File: config.mk
export PLATFORM = sky130hd
export DESIGN_NAME = bcd_bin_conv
export DESIGN_NICKNAME = d
export VERILOG_FILES = /design/src/rtl/bcd_bin_pkg.sv /design/src/rtl/bcd_grp_contrib.sv /design/src/rtl/bcd_contrib_sum.sv /design/src/rtl/bcd_bin_conv.sv
export SDC_FILE = /design/constraint.sdc
export NUM_CORES = 1
export LEC_CHECK = 0
export CAP_MARGIN = 20
export CORE_MARGIN = 4
export CORE_UTILIZATION = 45
export DETAILED_ROUTE_END_ITERATION = 7
export DONT_BUFFER_PORTS = 1
export GPL_ROUTABILITY_DRIVEN = 0
export HOLD_SLACK_MARGIN = 0.02
export PLACE_DENSITY = 0.63
export SETUP_SLACK_MARGIN = 0.02
export SLEW_MARGIN = 20
export SYNTH_ARGS = -nofsm -noshare
export SYNTH_HDL_FRONTEND = slang
export SYNTH_SLANG_ARGS = --single-unit
File: constraint.sdc
create_clock -name clk -period 0.8 [get_ports clk]
set_input_delay 0.08 -clock clk [delete_from_list [all_inputs] [get_ports clk]]
set_output_delay 0.08 -clock clk [all_outputs]
set_load 0.005 [all_outputs]
File: src/rtl/bcd_bin_pkg.sv
package bcd_bin_pkg;

    // 10^n as a 64-bit constant; n up to 19
    function automatic logic [63:0] pow10(input int n);
        logic [63:0] r;
        r = 64'd1;
        for (int k = 0; k < n; k++) r = (r << 3) + (r << 1);
        return r;
    endfunction

    // bits needed to hold 10^n - 1
    function automatic int bin_width(input int n);
        logic [63:0] v;
        int w;
        v = pow10(n) - 64'd1;
        w = 0;
        for (int k = 0; k < 64; k++) if (v[k]) w = k + 1;
        return w;
    endfunction

    // product with a constant, formed as a sum of shifted copies of v
    function automatic logic [63:0] shift_add_mul(input logic [63:0] v, input logic [63:0] c);
        logic [63:0] r;
        r = '0;
        for (int k = 0; k < 64; k++) if (c[k]) r = r + (v << k);
        return r;
    endfunction

    typedef struct packed {
        logic        vld;
        logic [63:0] bin;
    } out_st_t;

endpackage

File: src/rtl/bcd_grp_contrib.sv
module bcd_grp_contrib
    import bcd_bin_pkg::*;
#(
    parameter int OUT_W = 27,
    parameter int LSB   = 0,
    parameter int WIDTH = 4
) (
    input  logic [WIDTH-1:0] grp_i,
    output logic [OUT_W-1:0] contrib_o
);
    localparam int BASE_D = LSB / 4;
    localparam int TOP_D  = (LSB + WIDTH - 1) / 4;

    logic [63:0] grp_val_d;
    logic [63:0] contrib_d;

    // rebuild the slice's decimal value from its digit pieces
    always_comb begin
        grp_val_d = '0;
        for (int d = BASE_D; d <= TOP_D; d++) begin
            int lo;
            int hi;
            logic [63:0] piece;
            lo    = (LSB > 4 * d) ? LSB : 4 * d;
            hi    = (LSB + WIDTH - 1 < 4 * d + 3) ? LSB + WIDTH - 1 : 4 * d + 3;
            piece = (64'(grp_i) >> (lo - LSB)) & ((64'd1 << (hi - lo + 1)) - 64'd1);
            piece = piece << (lo - 4 * d);
            grp_val_d = grp_val_d + shift_add_mul(piece, pow10(d - BASE_D));
        end
        contrib_d = shift_add_mul(grp_val_d, pow10(BASE_D));
    end

    assign contrib_o = contrib_d[OUT_W-1:0];
endmodule

File: src/rtl/bcd_contrib_sum.sv
module bcd_contrib_sum #(
    parameter int OUT_W  = 27,
    parameter int NGROUP = 8
) (
    input  logic [NGROUP*OUT_W-1:0] contrib_i,
    output logic [OUT_W-1:0]        sum_o
);
    always_comb begin
        sum_o = '0;
        for (int g = 0; g < NGROUP; g++) sum_o = sum_o + contrib_i[g*OUT_W +: OUT_W];
    end
endmodule

File: src/rtl/bcd_bin_conv.sv
module bcd_bin_conv
    import bcd_bin_pkg::*;
#(
    parameter int NUM_DIGITS = 8,
    parameter int GROUP_BITS = 4,
    parameter bit REG_OUT    = 1'b1,
    localparam int IN_W      = 4 * NUM_DIGITS,
    localparam int OUT_W     = bin_width(NUM_DIGITS)
) (
    input  logic             clk,
    input  logic             rst_n,
    input  logic             vld_i,
    input  logic [IN_W-1:0]  bcd_i,
    output logic             vld_o,
    output logic [OUT_W-1:0] bin_o
);
    localparam int NGROUP = (IN_W + GROUP_BITS - 1) / GROUP_BITS;

    logic [NGROUP*OUT_W-1:0] contrib;
    logic [OUT_W-1:0]        sum;

    for (genvar g = 0; g < NGROUP; g++) begin : g_slice
        localparam int SL_LSB = g * GROUP_BITS;
        localparam int SL_W   = (IN_W - SL_LSB < GROUP_BITS) ? IN_W - SL_LSB : GROUP_BITS;
        bcd_grp_contrib #(
            .OUT_W(OUT_W),
            .LSB  (SL_LSB),
            .WIDTH(SL_W)
        ) u_contrib (
            .grp_i    (bcd_i[SL_LSB +: SL_W]),
            .contrib_o(contrib[g*OUT_W +: OUT_W])
        );
    end

    bcd_contrib_sum #(
        .OUT_W (OUT_W),
        .NGROUP(NGROUP)
    ) u_sum (
        .contrib_i(contrib),
        .sum_o    (sum)
    );

    out_st_t st_d;
    out_st_t st_q;

    always_comb begin
        st_d     = st_q;
        st_d.vld = vld_i;
        if (vld_i) st_d.bin = 64'(sum);
    end

    if (REG_OUT) begin : g_reg
        always_ff @(posedge clk or negedge rst_n) begin
            if (!rst_n) st_q <= '0;
            else        st_q <= st_d;
        end
        assign vld_o = st_q.vld;
        assign bin_o = st_q.bin[OUT_W-1:0];
    end else begin : g_comb
        assign st_q  = '0;
        assign vld_o = vld_i;
        assign bin_o = sum;
    end
endmodule

==> impl_metrics.csv, run 1 <==
group,metric,value,unit
setup_path,timing.rr.end,"bin_o[24]",
timing,finalSetupViolations,48,
logic_synthesis,synth_edf_count,0,
timing,period_needed,5.02,ns
setup_path,worstPathMaxFanout,4,
final_layout,syn_to_final_growth,35.7,%
global_route,grt_pass1_wl,26000,µm
logic_synthesis,netlist_instances,609,
clocking,htree_levels,1,
route,vias,4847,
floorplan,die_width,123,µm
setup_path,critPathLaunchType,"input pin",
timing,rsz0062_at_grt,"true",
logic_synthesis,synth-adder-area-share,52.2,%
logic_synthesis,yosys_warnings,0,
floorplan,start_util,46.7,%
clocking,clock_latency,0.27,ns
setup_path,cp.arrival,5.18,ns
setup_path,required,0.96,ns
logic_synthesis,synthMuxAreaShare,3.49,%
timing,finClkSkew,0,ns
final_layout,fin_nets,971,
final_layout,layout.cells.non_filler,911,
final_layout,drive_gt1_share,35.2,%
route,wirelength,15500,µm
setup_path,reg2regPathDepth,2,
logic_synthesis,ys_types,49,
timing,slew_headroom,76.3,%
global_route,grt_pass1_vias,5427,
route,drtIter0Drc,162,
floorplan,ios,63,
setup_path,critical_path_buf_inv_count,4,
timing,whs,-0.170,ns
logic_synthesis,synth.avg_cell_area,9.83,µm²
setup_path,worst_path_max_delay_cell,"fa_1",
setup_path,critPathCapture,"bin_o[17]",
setup_path,worstSetupPathType,"in -> reg",
logic_synthesis,synth-compound-area-share,11.4,%
floorplan,die_area,15200,µm²
timing,setup_slack,-4.22,ns
route,wire_per_inst,17.1,µm
logic_synthesis,synth_top_family_by_area,"adder cells",
final_layout,diodes,0,
final_layout,nFillCells,1019,
timing,worst_pin_slew,0.353,ns
global_route,antenna_found_initial,0,
route,antenna_left,0,
logic_synthesis,synth-async-reset-ratio,100,%
setup_path,r2r_slack,-0.13,ns
setup_path,crit_chain,"inv_8 -> fa_1 -> inv_1 -> ha_1 -> a21o_1 -> a21oi_2 -> nor2b_1 -> o21a_1 -> fa_1 -> inv_1 -> fa_1 -> fa_1 -> inv_2 -> fa_2 -> ha_4 -> and3_4 -> a211oi_4 -> o21ai_2 -> a211oi_4 -> xnor2_1 -> mux2_4",
clocking,max-clock-path-buffers,2,
min_path,hold_start,"vld_i",
floorplan,coreArea,12800,µm²
setup_path,crit_top_cell,"fa_1",
clocking,clk_pin_slew,0.08,ns
clocking,cts_tree,"done",
setup_path,max_stage_delay,0.55,ns
clocking,clock_sinks,28,
status,status,"finished, violations left",
logic_synthesis,synthXorXnorAreaFrac,4.54,%
min_path,min_path_type,"in -> reg",
timing,hold_viol,18,
placement,place_inst,896,
setup_path,path_delay_family,"adder cells",
setup_path,cp-startpoint,"bcd_i[6]",
logic_synthesis,ys_seq_area_share,11.7,%
timing,fmax,199,MHz
logic_synthesis,synth_ff_type,"dfrtp_1",
flow_run,maxCapViolCount,0,
route,drc,0,
timing,maxSlewViolCount,0,
floorplan,row_count,41,
logic_synthesis,synth_seq_cells,28,
timing,period_share,627,%
global_route,grt_overflow,0,
route,drt-pass1-iter-count,4,
clocking,clock-root-buffer,"clkbuf_16",
logic_synthesis,syn_nets,840,
placement,dp_hpwl,12700,µm
global_route,grt_max_degree,35,
setup_path,worstReg2RegStart,"bin_o[24]",
logic_synthesis,netlist_area,5990,µm²
floorplan,fp.dieH,123,µm
placement,io_buffers,0,
setup_path,path_depth,21,
setup_path,setup.worst_path.end_class,"flop",
global_route,grt_usage,21.4,%
route,viasPerCell,5.32,
logic_synthesis,synthSimpleGateAreaFrac,7.75,%
status,violations,"hold timing, setup timing",
clocking,numCtsBuffers,3,
-- cell type report --
| cell class | instances | area (µm²) | area share (%) |
|---|---|---|---|
| Multi-Input combinational cell | 440 | 5440 | 67.0 |
| Clock buffer | 3 | 75.1 | 0.924 |
| Clock inverter | 1 | 30.0 | 0.370 |
| Timing Repair Buffer | 138 | 1170 | 14.4 |
| Sequential cell | 28 | 701 | 8.62 |
| Tap cell | 172 | 215 | 2.65 |
| Inverter | 129 | 492 | 6.05 |
-- cells in the mapped netlist (all sizes together), types with 9 or more instances --
cell type  number  area (µm²)
ha            106        1330
dfrtp          28         701
xnor2          21         184
o21ai          10        53.8
inv           129         484
mux2           15         169
xor2           10        87.6
nand3          15        75.1
a21o           14         105
clkbuf         12        45.0
nand2          21        78.8
nor2           27         101
a21oi          32         160
fa             90        1800
and3            9        61.3
-- per-stage QoR --
step                setup TNS [ns]  area (µm²)  util [%]  setup slack (ns)
detailed placement          -98.85        7290      56.9             -4.55
global route                -96.82        8120      63.3             -4.39
floorplan                   -91.38        6180         -             -4.27
CTS                         -92.02        7900      61.6             -4.16
global placement            -97.71        7290      56.9             -4.51
finish                      -92.74        8120      63.3             -4.22
-- kinds of logic (layout without fill, tap and decap cells) --
family	Yosys count	after routing
compound gates	99	99
xor+xnor	31	31
fa+ha+maj	196	196
buf+inv	141	271
flops	28	28
mux	19	19
simple gates	95	95
-- flip-flops by register name, summed over array words and instances (netlist names) --
| name | cells |
|---|---|
| bin_o | 27 |
| vld_o | 1 |
-- worst min path at each step --
stage	endpoint	slack, ns	depth (start not counted)
detailed placement	bin_o[24]	-0.21	0
floorplan	bin_o[0]	-0.22	0
CTS	bin_o[23]	-0.51	0
global route	vld_o	-0.18	0
global placement	bin_o[23]	-0.21	0
finish	vld_o	-0.17	0
-- cells in the final DEF, fill, tap and decap left out, types with 7 or more instances in the layout --
cell type  synthesis  routed
dfrtp_1           28      28
buf_4              0     104
inv_2              0      10
nand3_1           15      15
buf_6              0      31
ha_4               0      27
fa_2               0      11
inv_1            129     118
a21oi_2            0      12
fa_1              90      79
a21o_1            14      13
nand4_1            7       7
xnor2_1           21      16
nor2_1            27      24
a21oi_1           32      17
ha_1             106      76
nand2_1           21      19
mux2_4             0       9
-- layer usage --
metal  routed length (µm)  track usage [%]  up-vias
met5                    0                0        -
met4                  376             4.29        0
met3                  674             3.29       32
met2                 8430             40.2      113
met1                 6060             25.8     2442
li1                     -                -     2260
-- repair_timing --
item | 4_1_cts | 5_1_grt
endpoints found under the hold margin | 50 | 48
pin swaps | 46 | 24
hold buffers | 1 | 2
buffers inserted | 6 | 4
endpoints found under the setup margin | 48 | 51
gates resized for setup | 92 | 26
Power of run 1 is left out: the tool's default activity adds up to more than one toggle a clock period on the data nets, which glitch-free logic cannot reach.
==> run 2: changes to the inputs <==
--- a/config.mk
+++ b/config.mk
@@ -12,7 +12,6 @@
 export DONT_BUFFER_PORTS = 1
 export GPL_ROUTABILITY_DRIVEN = 0
 export HOLD_SLACK_MARGIN = 0.02
-export PLACE_DENSITY = 0.63
 export SETUP_SLACK_MARGIN = 0.02
 export SLEW_MARGIN = 20
 export SYNTH_ARGS = -nofsm -noshare
==> run 2 against run 1 <==
The run still ends with hold timing, setup timing left; register-to-register slack hardly changed; non-clock buffer count is 9 higher; highest routed layer unchanged; sequential cell count stayed put; cell count is 0.99% higher; critical endpoint is now bin_o[15]; via count is 0.68% higher; die area stayed put; routed wire length is 0.64% lower; critical path type unchanged; maximum frequency is 0.59% lower; setup slack worse by 0.030 ns; critical path depth is 1 higher.
==> impl_metrics.csv, run 2 (synthesis gave the netlist of run 1 again) <==
group,metric,value,unit
final_layout,stdcell_area,8170,µm²
setup_path,critPathLaunchType,"input pin",
route,wirelength,15400,µm
placement,dpl-instance-area,7330,µm²
floorplan,coreArea,12800,µm²
timing,fmax,198,MHz
clocking,cts-hold-fix-buffers,1,
route,drc,0,
timing,finalSetupViolations,48,
floorplan,die_area,15200,µm²
timing,rsz0062_at_grt,"true",
timing,period_needed,5.05,ns
setup_path,r2r_slack,-0.14,ns
setup_path,path_delay_family,"adder cells",
timing,whs,-0.495,ns
setup_path,setup.worst_path.end_class,"flop",
floorplan,start_util,46.7,%
final_layout,final_common_cell,"inv_1",
placement,io_buffers,0,
final_layout,fin_nets,980,
global_route,antenna_found_initial,0,
flow_run,maxCapViolCount,0,
clocking,clk_pin_slew,0.07,ns
setup_path,required,0.95,ns
clocking,clock_latency,0.26,ns
floorplan,ios,63,
setup_path,worstReg2RegStart,"bin_o[24]",
clocking,cts_tree,"done",
final_layout,diodes,0,
final_layout,layout.cells.non_filler,920,
floorplan,row_count,41,
setup_path,timing.rr.end,"bin_o[24]",
route,antenna_left,0,
route,viasPerCell,5.30,
placement,dp_hpwl,12700,µm
floorplan,die_width,123,µm
clocking,max-clock-path-buffers,2,
final_layout,most-common-layout-cells,"inv_1 (117), buf_4 (116), ha_1 (78), fa_1 (77), buf_6 (30)",
route,drt-pass1-iter-count,4,
timing,maxSlewViolCount,0,
setup_path,reg2regPathDepth,2,
global_route,grt_pass1_vias,5211,
clocking,numCtsBuffers,3,
final_layout,largest_reg_flops,27,
route,drtIter0Drc,133,
route,wire_per_inst,16.8,µm
timing,hold_viol,46,
setup_path,crit_chain,"inv_8 -> fa_1 -> inv_2 -> ha_4 -> a21o_1 -> a21oi_2 -> nor2b_1 -> o21a_1 -> fa_1 -> inv_2 -> fa_2 -> fa_2 -> inv_2 -> fa_2 -> ha_4 -> and3_4 -> a211oi_4 -> buf_4 -> nor2_2 -> nor3_4 -> xnor2_1 -> mux2_2",
clocking,clock-root-buffer,"clkbuf_16",
floorplan,fp.dieH,123,µm
clocking,htree_levels,1,
final_layout,syn_to_final_growth,36.4,%
timing,period_share,631,%
setup_path,max_stage_delay,0.59,ns
global_route,grt_overflow,0,
final_layout,drive_gt1_share,36.8,%
status,status,"finished, violations left",
final_layout,multi_input_area,5450,µm²
global_route,grt_pass1_wl,24900,µm
setup_path,worstSetupPathType,"in -> reg",
min_path,min_path_type,"in -> async",
placement,place_inst,901,
setup_path,worst_path_max_delay_cell,"fa_1",
global_route,grt_max_degree,35,
global_route,grt_usage,20.5,%
status,violations,"hold timing, setup timing",
setup_path,cp.arrival,5.20,ns
setup_path,worstPathMaxFanout,4,
final_layout,nFillCells,1041,
timing,slew_headroom,73.1,%
timing,setup_slack,-4.25,ns
final_layout,seq_area,701,µm²
setup_path,critical_path_buf_inv_count,5,
clocking,clock_sinks,28,
timing,finClkSkew,0,ns
timing,worst_pin_slew,0.401,ns
route,vias,4880,
[run 2: cell types whose count changed in the layout (fill, tap and decap cells not counted), moves of 3 or more]
| cell | before | now |
|---|---|---|
| ha_4 | 27 | 23 |
| a21oi_2 | 12 | 9 |
| a21oi_1 | 17 | 20 |
| buf_4 | 104 | 116 |
[run 2: layout make-up]
type | count | share of cell area [%]
flip-flops and latches | 28 | 8.58
well taps | 172 | 2.63
multi-input cells | 440 | 66.8
clock buffers | 4 | 1.09
inverters | 129 | 6.02
repair buffers | 147 | 14.9
[run 2: repair_timing]
| item | CTS | global route |
|---|---|---|
| gates cloned | 0 | 0 |
| setup endpoints to repair | 48 | 49 |
| pin swaps | 38 | 52 |
| buffers inserted | 8 | 8 |
| resized for setup | 69 | 61 |
| hold endpoints to repair | 50 | 47 |
[run 2: how the worst max path moves through the flow]
stage	startpoint	to	slack [ns]	cells after the start
CTS	bcd_i[6]	bin_o[21]	-4.27	22
detailed placement	bcd_i[12]	bin_o[16]	-4.56	17
global route	bcd_i[12]	bin_o[23]	-4.45	19
finish	bcd_i[6]	bin_o[15]	-4.25	22
floorplan	bcd_i[6]	bin_o[17]	-4.27	21
global placement	bcd_i[12]	bin_o[22]	-4.48	20
[run 2: per-stage QoR]
stage	setup TNS, ns	setup slack, ns	utilization, %
global placement	-97.70	-4.48	57.2
global route	-96.86	-4.45	63.7
detailed placement	-99.60	-4.56	57.2
CTS	-94.31	-4.27	60.6
finish	-92.99	-4.25	63.7
floorplan	-91.38	-4.27	-
[run 2: routing by layer]
metal	GRT usage [%]	routed length [µm]
met5	0	0
met4	4.36	346
met3	2.38	483
met2	37.7	8370
met1	25.9	6240
[run 2: worst reg2reg max path: cells and delay by family, from the launching register on]
kind | cells | cell delay [ns]
flip-flops | 1 | 0.40
AND/OR/NAND/NOR | 1 | 0.12
AO/OA/AOI/OAI | 1 | 0.30
Power of run 2 is left out for the same reason.
